[config.mk]
export PLATFORM = sky130hd
export DESIGN_NAME = psram_ctrl
export DESIGN_NICKNAME = d
export VERILOG_FILES = /design/src/rtl/psram_pkg.sv /design/src/rtl/psram_timer.sv /design/src/rtl/psram_lanes.sv /design/src/rtl/psram_ctrl.sv
export SDC_FILE = /design/constraint.sdc
export NUM_CORES = 1
export LEC_CHECK = 0
export ABC_AREA = 1
export BUFFER_PORTS_ARGS = -buffer_cell sky130_fd_sc_hd__buf_2
export CAP_MARGIN = 0
export CELL_PAD_IN_SITES_DETAIL_PLACEMENT = 1
export CELL_PAD_IN_SITES_GLOBAL_PLACEMENT = 1
export CORE_MARGIN = 4
export CORE_UTILIZATION = 39
export CTS_CLUSTER_SIZE = 14
export DETAILED_ROUTE_END_ITERATION = 12
export PLACE_DENSITY = 0.92
export SYNTH_ARGS = -nofsm -noshare
export SYNTH_HDL_FRONTEND = slang
export SYNTH_SLANG_ARGS = --single-unit
[constraint.sdc]
create_clock -name clk -period 3.1 [get_ports clk]
set_clock_uncertainty 0.2 [all_clocks]
set_input_delay 0.155 -clock clk [delete_from_list [all_inputs] [get_ports clk]]
set_output_delay 0.155 -clock clk [all_outputs]
set_load 0.005 [all_outputs]
[src/rtl/psram_pkg.sv]
package psram_pkg;

  typedef enum logic [2:0] {
    ST_IDLE,
    ST_RD,
    ST_WR_TURN,
    ST_WR_DATA,
    ST_WR_HOLD,
    ST_REC
  } pstate_e;

  typedef struct packed {
    logic sel;
    logic we_n;
    logic oe_n;
    logic dq_oe;
  } strobe_t;

  // Round a time up to whole clock cycles, never below one.
  function automatic int ns2cyc(input int t_ns, input int clk_ns);
    int c;
    c = (t_ns + clk_ns - 1) / clk_ns;
    return (c < 1) ? 1 : c;
  endfunction

  function automatic int imax(input int a, input int b);
    return (a > b) ? a : b;
  endfunction

  function automatic int imin(input int a, input int b);
    return (a < b) ? a : b;
  endfunction

  // Strobe levels that belong to each state.
  function automatic strobe_t decode(input pstate_e st);
    strobe_t s;
    s = '{sel: 1'b0, we_n: 1'b1, oe_n: 1'b1, dq_oe: 1'b0};
    case (st)
      ST_RD:      begin s.sel = 1'b1; s.oe_n = 1'b0; end
      ST_WR_TURN: begin s.sel = 1'b1; s.we_n = 1'b0; end
      ST_WR_DATA: begin s.sel = 1'b1; s.we_n = 1'b0; s.dq_oe = 1'b1; end
      ST_WR_HOLD: begin s.sel = 1'b1; s.dq_oe = 1'b1; end
      default:    ;
    endcase
    return s;
  endfunction

endpackage

[src/rtl/psram_timer.sv]
module psram_timer #(
  parameter int CNT_W = 16
) (
  input  logic             clk,
  input  logic             rst_n,
  input  logic             load,
  input  logic [CNT_W-1:0] load_val,
  output logic             done
);
  logic [CNT_W-1:0] cnt_q;

  always_ff @(posedge clk or negedge rst_n) begin
    if (!rst_n)              cnt_q <= '0;
    else if (load)           cnt_q <= load_val;
    else if (cnt_q != '0)    cnt_q <= cnt_q - 1'b1;
  end

  assign done = (cnt_q == '0);

  // a phase loaded with a non-zero count cannot finish in its first cycle
  p_no_early_done_r11: assert property (@(posedge clk) disable iff (!rst_n)
    (load && load_val != '0) |=> !done);
endmodule

[src/rtl/psram_lanes.sv]
module psram_lanes #(
  parameter int DATA_W = 16,
  localparam int LANES = DATA_W / 8
) (
  input  logic [LANES-1:0]  be,
  input  logic              lanes_on,
  input  logic [DATA_W-1:0] raw,
  output logic [LANES-1:0]  strb_n,
  output logic [DATA_W-1:0] masked
);
  for (genvar g = 0; g < LANES; g++) begin : g_lane
    assign strb_n[g]         = !(lanes_on && be[g]);
    assign masked[g*8 +: 8]  = be[g] ? raw[g*8 +: 8] : 8'h00;
  end
endmodule

[src/rtl/psram_ctrl.sv]
module psram_ctrl
  import psram_pkg::*;
#(
  parameter int ADDR_W       = 19,
  parameter int DATA_W       = 16,
  parameter int CLK_NS       = 10,
  parameter int T_RC_NS      = 55,
  parameter int T_AA_NS      = 55,
  parameter int T_OE_NS      = 25,
  parameter int T_WC_NS      = 55,
  parameter int T_PWE_NS     = 45,
  parameter int T_SD_NS      = 25,
  parameter int T_HZWE_NS    = 20,
  parameter int T_MAX_ACT_NS = 15000000,
  parameter int CNT_W        = 16
) (
  input  logic              clk,
  input  logic              rst_n,
  input  logic              req_valid,
  output logic              req_ready,
  input  logic              req_write,
  input  logic [ADDR_W-1:0] req_addr,
  input  logic [DATA_W-1:0] req_wdata,
  input  logic [1:0]        req_be,
  output logic              rsp_valid,
  output logic [DATA_W-1:0] rsp_rdata,
  output logic [ADDR_W-1:0] mem_addr,
  output logic              mem_cs1_n,
  output logic              mem_cs2,
  output logic              mem_we_n,
  output logic              mem_oe_n,
  output logic              mem_ub_n,
  output logic              mem_lb_n,
  output logic [DATA_W-1:0] mem_dq_out,
  output logic              mem_dq_oe,
  input  logic [DATA_W-1:0] mem_dq_in
);
  localparam int LANES    = DATA_W / 8;
  localparam int ACT_MAX  = ns2cyc(T_MAX_ACT_NS, CLK_NS);
  localparam int RD_NEED  = imax(ns2cyc(T_RC_NS, CLK_NS),
                                 imax(ns2cyc(T_AA_NS, CLK_NS), ns2cyc(T_OE_NS, CLK_NS)));
  localparam int RD_LEN   = imin(RD_NEED, ACT_MAX);
  localparam int HZ_CYC   = ns2cyc(T_HZWE_NS, CLK_NS);
  localparam int SD_CYC   = ns2cyc(T_SD_NS, CLK_NS);
  localparam int WE_NEED  = imax(ns2cyc(T_PWE_NS, CLK_NS),
                                 imax(HZ_CYC + SD_CYC, ns2cyc(T_WC_NS, CLK_NS)));
  localparam int WR_AVAIL = imax(ACT_MAX - 1, 2);
  localparam int TURN_LEN = imin(HZ_CYC, WR_AVAIL - 1);
  localparam int DATA_LEN = imax(imin(WE_NEED - TURN_LEN, WR_AVAIL - TURN_LEN), 1);
  localparam int SAT_MAX  = ACT_MAX + 1;

  pstate_e             st_q, st_d;
  logic [ADDR_W-1:0]   addr_q;
  logic [DATA_W-1:0]   wdata_q;
  logic [1:0]          be_q;
  logic                accept, load, done;
  logic [CNT_W-1:0]    load_val;
  logic [LANES-1:0]    be_d;
  logic [LANES-1:0]    strb_n;
  logic [DATA_W-1:0]   masked;
  strobe_t             dec_d;

  assign req_ready = (st_q == ST_IDLE);
  assign accept    = req_valid && req_ready;

  always_comb begin
    st_d = st_q;
    case (st_q)
      ST_IDLE:    if (req_valid) st_d = req_write ? ST_WR_TURN : ST_RD;
      ST_RD:      if (done) st_d = ST_REC;
      ST_WR_TURN: if (done) st_d = ST_WR_DATA;
      ST_WR_DATA: if (done) st_d = ST_WR_HOLD;
      ST_WR_HOLD: st_d = ST_REC;
      default:    st_d = ST_IDLE;
    endcase
  end

  assign load = (st_d != st_q);

  always_comb begin
    case (st_d)
      ST_RD:      load_val = CNT_W'(RD_LEN - 1);
      ST_WR_TURN: load_val = CNT_W'(TURN_LEN - 1);
      ST_WR_DATA: load_val = CNT_W'(DATA_LEN - 1);
      default:    load_val = '0;
    endcase
  end

  psram_timer #(.CNT_W(CNT_W)) i_timer (
    .clk      (clk),
    .rst_n    (rst_n),
    .load     (load),
    .load_val (load_val),
    .done     (done)
  );

  assign be_d  = accept ? req_be : be_q;
  assign dec_d = decode(st_d);

  psram_lanes #(.DATA_W(DATA_W)) i_lanes (
    .be       (be_d),
    .lanes_on (dec_d.sel),
    .raw      (mem_dq_in),
    .strb_n   (strb_n),
    .masked   (masked)
  );

  always_ff @(posedge clk or negedge rst_n) begin
    if (!rst_n) begin
      st_q    <= ST_IDLE;
      addr_q  <= '0;
      wdata_q <= '0;
      be_q    <= '0;
    end else begin
      st_q <= st_d;
      if (accept) begin
        addr_q  <= req_addr;
        wdata_q <= req_wdata;
        be_q    <= req_be;
      end
    end
  end

  // Registered strobes: each pin changes from a flop, never from decode logic.
  always_ff @(posedge clk or negedge rst_n) begin
    if (!rst_n) begin
      mem_cs1_n <= 1'b1;
      mem_cs2   <= 1'b0;
      mem_we_n  <= 1'b1;
      mem_oe_n  <= 1'b1;
      mem_dq_oe <= 1'b0;
      mem_lb_n  <= 1'b1;
      mem_ub_n  <= 1'b1;
    end else begin
      mem_cs1_n <= !dec_d.sel;
      mem_cs2   <= dec_d.sel;
      mem_we_n  <= dec_d.we_n;
      mem_oe_n  <= dec_d.oe_n;
      mem_dq_oe <= dec_d.dq_oe;
      mem_lb_n  <= strb_n[0];
      mem_ub_n  <= strb_n[LANES-1];
    end
  end

  assign mem_addr   = addr_q;
  assign mem_dq_out = wdata_q;

  always_ff @(posedge clk or negedge rst_n) begin
    if (!rst_n) begin
      rsp_valid <= 1'b0;
      rsp_rdata <= '0;
    end else begin
      rsp_valid <= (st_q == ST_RD) && done;
      if ((st_q == ST_RD) && done) rsp_rdata <= masked;
    end
  end

  // Consecutive selected cycles, saturating, for the active-time ceiling check.
  logic [31:0] act_cnt;
  always_ff @(posedge clk or negedge rst_n) begin
    if (!rst_n)                       act_cnt <= '0;
    else if (!mem_cs1_n) begin
      if (act_cnt < 32'(SAT_MAX))     act_cnt <= act_cnt + 1'b1;
    end else                          act_cnt <= '0;
  end

  p_max_active_r10: assert property (@(posedge clk) disable iff (!rst_n)
    act_cnt <= 32'(ACT_MAX));

  p_idle_standby_r1: assert property (@(posedge clk) disable iff (!rst_n)
    req_ready |-> (mem_cs1_n && !mem_cs2 && mem_ub_n && mem_lb_n && !mem_dq_oe));

  p_no_drive_on_read_r8: assert property (@(posedge clk) disable iff (!rst_n)
    !mem_oe_n |-> !mem_dq_oe);

  p_oe_off_in_write_r6: assert property (@(posedge clk) disable iff (!rst_n)
    !mem_we_n |-> mem_oe_n);

  p_we_ends_write_r7: assert property (@(posedge clk) disable iff (!rst_n)
    $rose(mem_we_n) |-> (!mem_cs1_n && mem_dq_oe));

  p_rsp_single_r5: assert property (@(posedge clk) disable iff (!rst_n)
    rsp_valid |=> !rsp_valid);

  p_recover_gap_r9: assert property (@(posedge clk) disable iff (!rst_n)
    $rose(mem_cs1_n) |=> mem_cs1_n);
endmodule

==> results of run 1 <==
critical path: stages (launching register included):
cell                      delay, ps
sky130_fd_sc_hd__dfrtp_1        410
sky130_fd_sc_hd__inv_1          110
sky130_fd_sc_hd__ha_1           160
sky130_fd_sc_hd__inv_1           40
sky130_fd_sc_hd__nor2_1          80
sky130_fd_sc_hd__nand2_1         70
sky130_fd_sc_hd__nor2_2         160
sky130_fd_sc_hd__nand2_4        200
sky130_fd_sc_hd__nand2_2        160
sky130_fd_sc_hd__nand3_2        140
sky130_fd_sc_hd__nand2_2        110
sky130_fd_sc_hd__nand2_4         80
sky130_fd_sc_hd__nand2_4        220
sky130_fd_sc_hd__nand2_1         80
sky130_fd_sc_hd__nand2_1         70
sky130_fd_sc_hd__inv_1           40
layout make-up:
cell class,count,area [um2]
fill,1028,3850
clock buffer,9,124
inverter,24,90.1
multi-input combinational,281,1360
timing repair buffer,170,1120
tap,108,135
sequential,80,2010
clock inverter,7,77.6
cell usage in the layout (no fill, tap or decap), types with 7 or more instances in the layout:
master                          Yosys  final
sky130_fd_sc_hd__dfrtp_1           75     75
sky130_fd_sc_hd__nor2_2            11     12
sky130_fd_sc_hd__inv_1             18     18
sky130_fd_sc_hd__o21ai_0           18     18
sky130_fd_sc_hd__dlygate4sd3_1      0     53
sky130_fd_sc_hd__nor2_1            23     22
sky130_fd_sc_hd__xor2_1             7      7
sky130_fd_sc_hd__clkbuf_8           0      9
sky130_fd_sc_hd__buf_2              3    115
sky130_fd_sc_hd__nand3_1           26     26
sky130_fd_sc_hd__nand2_1          158    158
registers in the layout, summed over array words and instances (netlist names):
| name | flops |
|---|---|
| be_q | 2 |
| i_timer.cnt_q | 16 |
| mem_addr | 19 |
| mem_cs1_n | 1 |
| mem_cs2 | 1 |
| mem_dq_oe | 1 |
| mem_dq_out | 16 |
| mem_lb_n | 1 |
| mem_oe_n | 1 |
| mem_ub_n | 1 |
| mem_we_n | 1 |
| rsp_rdata | 16 |
| rsp_valid | 1 |
| st_q | 3 |
report_power, final:
part	total [W]	switching (W)	leakage, nW	internal, W
Sequential	0.00189	0.000347	0.999	0.00155
Clock	0.000836	0.000453	0.106	0.000383
Combinational	0.00259	0.00171	1.52	0.000877
Total	0.00532	0.00251	2.62	0.00281
stage by stage:
stage	cell area, um2	util, %	std cells	setup slack [ps]	hold slack [ps]
2_1_floorplan	3520	-	397	1190	-341
3_3_place_gp	4190	47.8	610	883	158
3_5_place_dp	4190	47.8	610	729	163
4_1_cts	4920	56.1	679	711	15.6
5_1_grt	4920	56.1	679	387	70.0
6_report	4920	56.1	679	661	32.8
how the worst max path moves through the flow:
| stage | from | endpoint | slack [ps] | depth (start not counted) |
|---|---|---|---|---|
| global route | i_timer.cnt_q[0] | i_timer.cnt_q[2] | 390 | 15 |
| finish | i_timer.cnt_q[0] | i_timer.cnt_q[2] | 660 | 15 |
| global placement | i_timer.cnt_q[0] | i_timer.cnt_q[1] | 880 | 15 |
| detailed placement | i_timer.cnt_q[0] | i_timer.cnt_q[2] | 730 | 15 |
| floorplan | i_timer.cnt_q[0] | i_timer.cnt_q[10] | 1190 | 14 |
| CTS | i_timer.cnt_q[0] | i_timer.cnt_q[2] | 710 | 15 |
cell families after synthesis:
family,synth area share (%)
buffers and inverters,4.27
XOR/XNOR,1.99
adder cells (fa/ha/maj),0.711
flip-flops,57.1
AND/OR/NAND/NOR,32.1
AO/OA/AOI/OAI,3.81
what timing repair did:
action,CTS,global route
buffers inserted,0,0
hold endpoints to repair,127,0
hold buffers,53,0
routing by layer:
metal	global-route usage, %	up-vias	wire [um]
met3	5.07	33	705
met1	28.7	1736	5090
li1	-	1582	-
met4	11.3	0	458
met5	0	-	0
met2	45.1	128	6770
==> impl_metrics.ini, run 1 <==
[status]
status = finished, final reports clean

[clock_tree]
post_cts_repair_resize_count = 0
clock_tree.root_cell = sky130_fd_sc_hd__clkbuf_8
cts_made_buffers = 9
clock_transition_at_the_register_clock_pins_on_the_worst_setup_and_hold_paths_after_cts_ps = 90
clock_tree_from_tritoncts = done
cts_buffer_depth = 2
cts.sinks = 80
clock_tree.htree_level_count = 3
worst_skew_pair.late_latency_ps = 370

[yosys]
edff_count_synth = 0
synthDominantAreaCellType = sky130_fd_sc_hd__dfrtp_1
synth_most_common_cell = sky130_fd_sc_hd__nand2_1
syn-mean-instance-area_um2 = 8.86
synth.top_cells.by_count = 158 x sky130_fd_sc_hd__nand2_1, 75 x sky130_fd_sc_hd__dfrtp_1, 26 x sky130_fd_sc_hd__nand3_1, 23 x sky130_fd_sc_hd__nor2_1
synth_area_um2 = 3520
yosys_register_bits = 80
synth_net_count = 456
synthesis.instances = 397
postSynth.asyncResetShare_pct = 100
yosysUniqueCellTypes = 34
synth_top_flop_cell = sky130_fd_sc_hd__dfrtp_1
synth_seq_area_share_pct = 57.1
synth_top_area_share_pct = 53.4
top_cells_by_area_synth = sky130_fd_sc_hd__dfrtp_1 53%, sky130_fd_sc_hd__nand2_1 17%, sky130_fd_sc_hd__dfstp_2 3.7%, sky130_fd_sc_hd__nand3_1 3.7%, sky130_fd_sc_hd__o21ai_0 2.6%
ys_warn_count = 0

[layout]
areaGrowthSynthToFinish_pct = 39.8
final_nets = 625
post_route_cells_drive_above_1_share_pct = 31.0
antenna_cells = 0

[placement]
port_buffers = 116
finalWeightedCongestion = 0.870
hpwl_mm = 7.01

[worst_setup_path]
worst-endpoint-required_ps = 3150
rrSetupSlack_ps = 660
regToRegStartpoint = i_timer.cnt_q[0]
end_kind = register
critPathArrivalTime_ps = 2490
crit_fanout = 24
critical_setup_path_class = reg -> reg
critPathLaunchType = register
r2r_end = i_timer.cnt_q[2]
worst-r2r-cell-count = 15

[timing]
finalSetupViolCount = 0
maxSlewViolCount = 0
hold_violations = 0
worst_max_slew_margin_expressed_relative_to_the_limit_pct = 31.6
grt_setup_unrepaired = false
fin_tns_setup_ps = 0
worst_pin_slew_ps = 1030
timing.fmax_mhz = 410
final_period_minus_worst_setup_slack_ps = 2440
finalCritPeriodShare_pct = 78.7

[global_routing]
first_global_vias = 3886
grt_overflow_total = 0
grt_antenna_before_repair = 0
grt_util_all_layers_pct = 25.1
global_route_wire_length_before_repair_mm = 20.3
grt_start_max_net_pins = 81

[job]
count_of_maximum_capacitance_violations = 0

[floorplan]
die_area_um2 = 10600
die_width_um = 103
die-height_um = 103
core-area_um2 = 8760
ios = 117
floorplan.initialDensity_pct = 40.1
placement_rows = 34

[detailed_routing]
drt_drc_violations_left = 0
drt-wirelength-per-cell_um = 19.2
drt.antenna.violating_nets = 0
num_vias = 3479
first_pass_iters = 4
drt_wl_total_mm = 13.0
number_of_drc_markers_in_iteration_0 = 131
drt-vias-per-instance = 5.12

[worst_hold_path]
hold_depth = 3
timing.hold.worst.class = in -> reg
hold_path_end = st_q[1]
holdCritStartpoint = req_valid

[power_and_ir_drop]
vdd_ir_drop_max_mv = 0.431
cellPowerDensity_nw_per_um2 = 1080
finalPower_w = 0.00532
static-leakage-power_nw = 2.62
No activity file was read; power rests on OpenSTA's default activity.
==> run 2: changes to the inputs <==
- CORE_UTILIZATION: 39 -> 33
- PLACE_DENSITY: 0.92 -> 0.83
- clock period: 3.1 -> 2.2 ns (I/O delays scaled with it)
==> impl_metrics.ini, run 2 (same netlist as run 1, synthesis figures left out) <==
[clock_tree]
cts.sinks = 80
cts_made_buffers = 9
clock_tree.htree_level_count = 3
clock_tree_from_tritoncts = done
clock_transition_at_the_register_clock_pins_on_the_worst_setup_and_hold_paths_after_cts_ps = 80
cts_buffer_depth = 2
clock_tree.root_cell = sky130_fd_sc_hd__clkbuf_8
worst_skew_pair.late_latency_ps = 350

[worst_hold_path]
timing.hold.worst.class = in -> reg
hold_depth = 6
hold_path_end = mem_addr[13]
holdCritStartpoint = req_valid

[layout]
final_nets = 645
final_cell_area_um2 = 5250
post_route_cells_drive_above_1_share_pct = 35.9
num-fill-cells = 1238
max_reg_flops = 19
layout_commonest_cell = sky130_fd_sc_hd__nand2_1
most-common-layout-cells = 154 x sky130_fd_sc_hd__nand2_1, 115 x sky130_fd_sc_hd__buf_2, 75 x sky130_fd_sc_hd__dfrtp_1, 52 x sky130_fd_sc_hd__dlygate4sd3_1, 25 x sky130_fd_sc_hd__nand3_1
layout.area.seq_um2 = 2010
multi_input_comb_area_um2 = 1470
areaGrowthSynthToFinish_pct = 49.3

[worst_setup_path]
crit_fanout = 7
critPathArrivalTime_ps = 2350
worst-r2r-cell-count = 15
rrSetupSlack_ps = -60
critical_setup_path_class = reg -> reg
critPathLaunchType = register
end_kind = register
regToRegStartpoint = i_timer.cnt_q[0]
r2r_end = i_timer.cnt_q[0]
worst-endpoint-required_ps = 2290

[global_routing]
grt_overflow_total = 0
first_global_vias = 3676
grt_start_max_net_pins = 81
grt_antenna_before_repair = 0
grt_util_all_layers_pct = 18.5
global_route_wire_length_before_repair_mm = 18.6

[power_and_ir_drop]
intPower_w = 0.00452
seqPwrFrac_pct = 31.8
cellPowerDensity_nw_per_um2 = 1550
combinationalPowerShare_pct = 55.0
switching_power_summed_over_all_nets_w = 0.00363
power.share.switching_pct = 44.5
clock_power_share_pct = 13.2
vdd_ir_drop_max_mv = 0.558
static-leakage-power_nw = 2.73

[placement]
dp_worst_setup_slack_ps = 3.64
placedInstanceArea_um2 = 4310
hpwl_mm = 7.16
finalWeightedCongestion = 0.817
port_buffers = 116

[status]
status = finished, violations left
violations_in_the_final_reports = setup timing

[timing]
finalSetupViolCount = 15
grt_setup_unrepaired = true
hold_violations = 0
final_period_minus_worst_setup_slack_ps = 2260
maxSlewViolCount = 0
finalHoldWorstSlack_ps = 53.6
worst_pin_slew_ps = 462
final_critical_path_setup_slack_ps = -56.2
finalCritPeriodShare_pct = 103
fin_tns_setup_ps = -286
timing.fmax_mhz = 443
worst_max_slew_margin_expressed_relative_to_the_limit_pct = 68.9

[detailed_routing]
number_of_drc_markers_in_iteration_0 = 200
drt_wl_total_mm = 12.0
first_pass_iters = 4
drt-wirelength-per-cell_um = 16.5
num_vias = 3500
drt.antenna.violating_nets = 0
drt-vias-per-instance = 4.81
drt_drc_violations_left = 0

[floorplan]
placement_rows = 37
die-height_um = 111
floorplan.initialDensity_pct = 33.9
ios = 117
die_width_um = 111
core-area_um2 = 10400
die_area_um2 = 12400

[job]
count_of_maximum_capacitance_violations = 0
run 2: cell type report:
cell class,instances,area share (%)
sequential,80,38.2
multi-input combinational,282,28.0
timing repair buffer,189,25.0
tap,136,3.24
clock buffer,12,2.76
inverter,24,1.76
clock inverter,4,0.858
antenna,1,0.0477
run 2: power groups by stage:
stage | Combinational, W | Clock (W) | Sequential [W]
2_1_floorplan | 0.00216 | 0 | 0.00258
5_1_grt | 0.00494 | 0.00118 | 0.00267
6_report | 0.00449 | 0.00108 | 0.00259
3_5_place_dp | 0.00367 | 0 | 0.00257
4_1_cts | 0.00379 | 0.00112 | 0.00255
3_3_place_gp | 0.00352 | 0 | 0.00254
run 2: metal layers:
metal	up-vias	GRT usage [%]	share of wire, %
li1	1623	-	-
met2	121	33.3	52
met5	-	0	0
met1	1729	21.8	41
met3	27	4.42	5.2
met4	0	5.68	2.1
run 2: worst max path at each step:
stage                     startpoint           endpoint  slack, ps
finish              i_timer.cnt_q[0]   i_timer.cnt_q[0]        -60
CTS                 i_timer.cnt_q[0]  i_timer.cnt_q[13]        0.7
floorplan           i_timer.cnt_q[0]  i_timer.cnt_q[10]        290
global route        i_timer.cnt_q[0]   i_timer.cnt_q[0]       -140
detailed placement  i_timer.cnt_q[0]  i_timer.cnt_q[11]          4
global placement    i_timer.cnt_q[0]   i_timer.cnt_q[0]        170
run 2: timing repair:
action                                 in CTS  in global routing
resized for setup                           1                 27
setup endpoints to repair                  16                 37
pin swaps                                   0                  7
hold buffers                               52                  0
buffers inserted                            0                 13
cloned                                      0                  1
endpoints found under the hold margin     131                  0
run 2: through the flow:
step / power (W) / cells / util, %
2_1_floorplan: 0.00474 / 397 / -
3_3_place_gp: 0.00606 / 645 / 41.6
3_5_place_dp: 0.00625 / 645 / 41.6
4_1_cts: 0.00746 / 713 / 48.5
5_1_grt: 0.00880 / 727 / 50.6
6_report: 0.00815 / 728 / 50.6
run 2: critical path, stage by stage (launching register included):
cell	delay (ps)
sky130_fd_sc_hd__dfrtp_1	420
sky130_fd_sc_hd__inv_2	110
sky130_fd_sc_hd__ha_4	140
sky130_fd_sc_hd__inv_2	40
sky130_fd_sc_hd__nor2_4	100
sky130_fd_sc_hd__nand2_2	80
sky130_fd_sc_hd__nor2_4	210
sky130_fd_sc_hd__nand2_4	130
sky130_fd_sc_hd__nand2_4	130
sky130_fd_sc_hd__nand3_4	90
sky130_fd_sc_hd__nand2_4	80
sky130_fd_sc_hd__nand2_4	90
sky130_fd_sc_hd__nand2_8	110
sky130_fd_sc_hd__buf_12	130
sky130_fd_sc_hd__nand2_2	50
sky130_fd_sc_hd__nand2_2	70
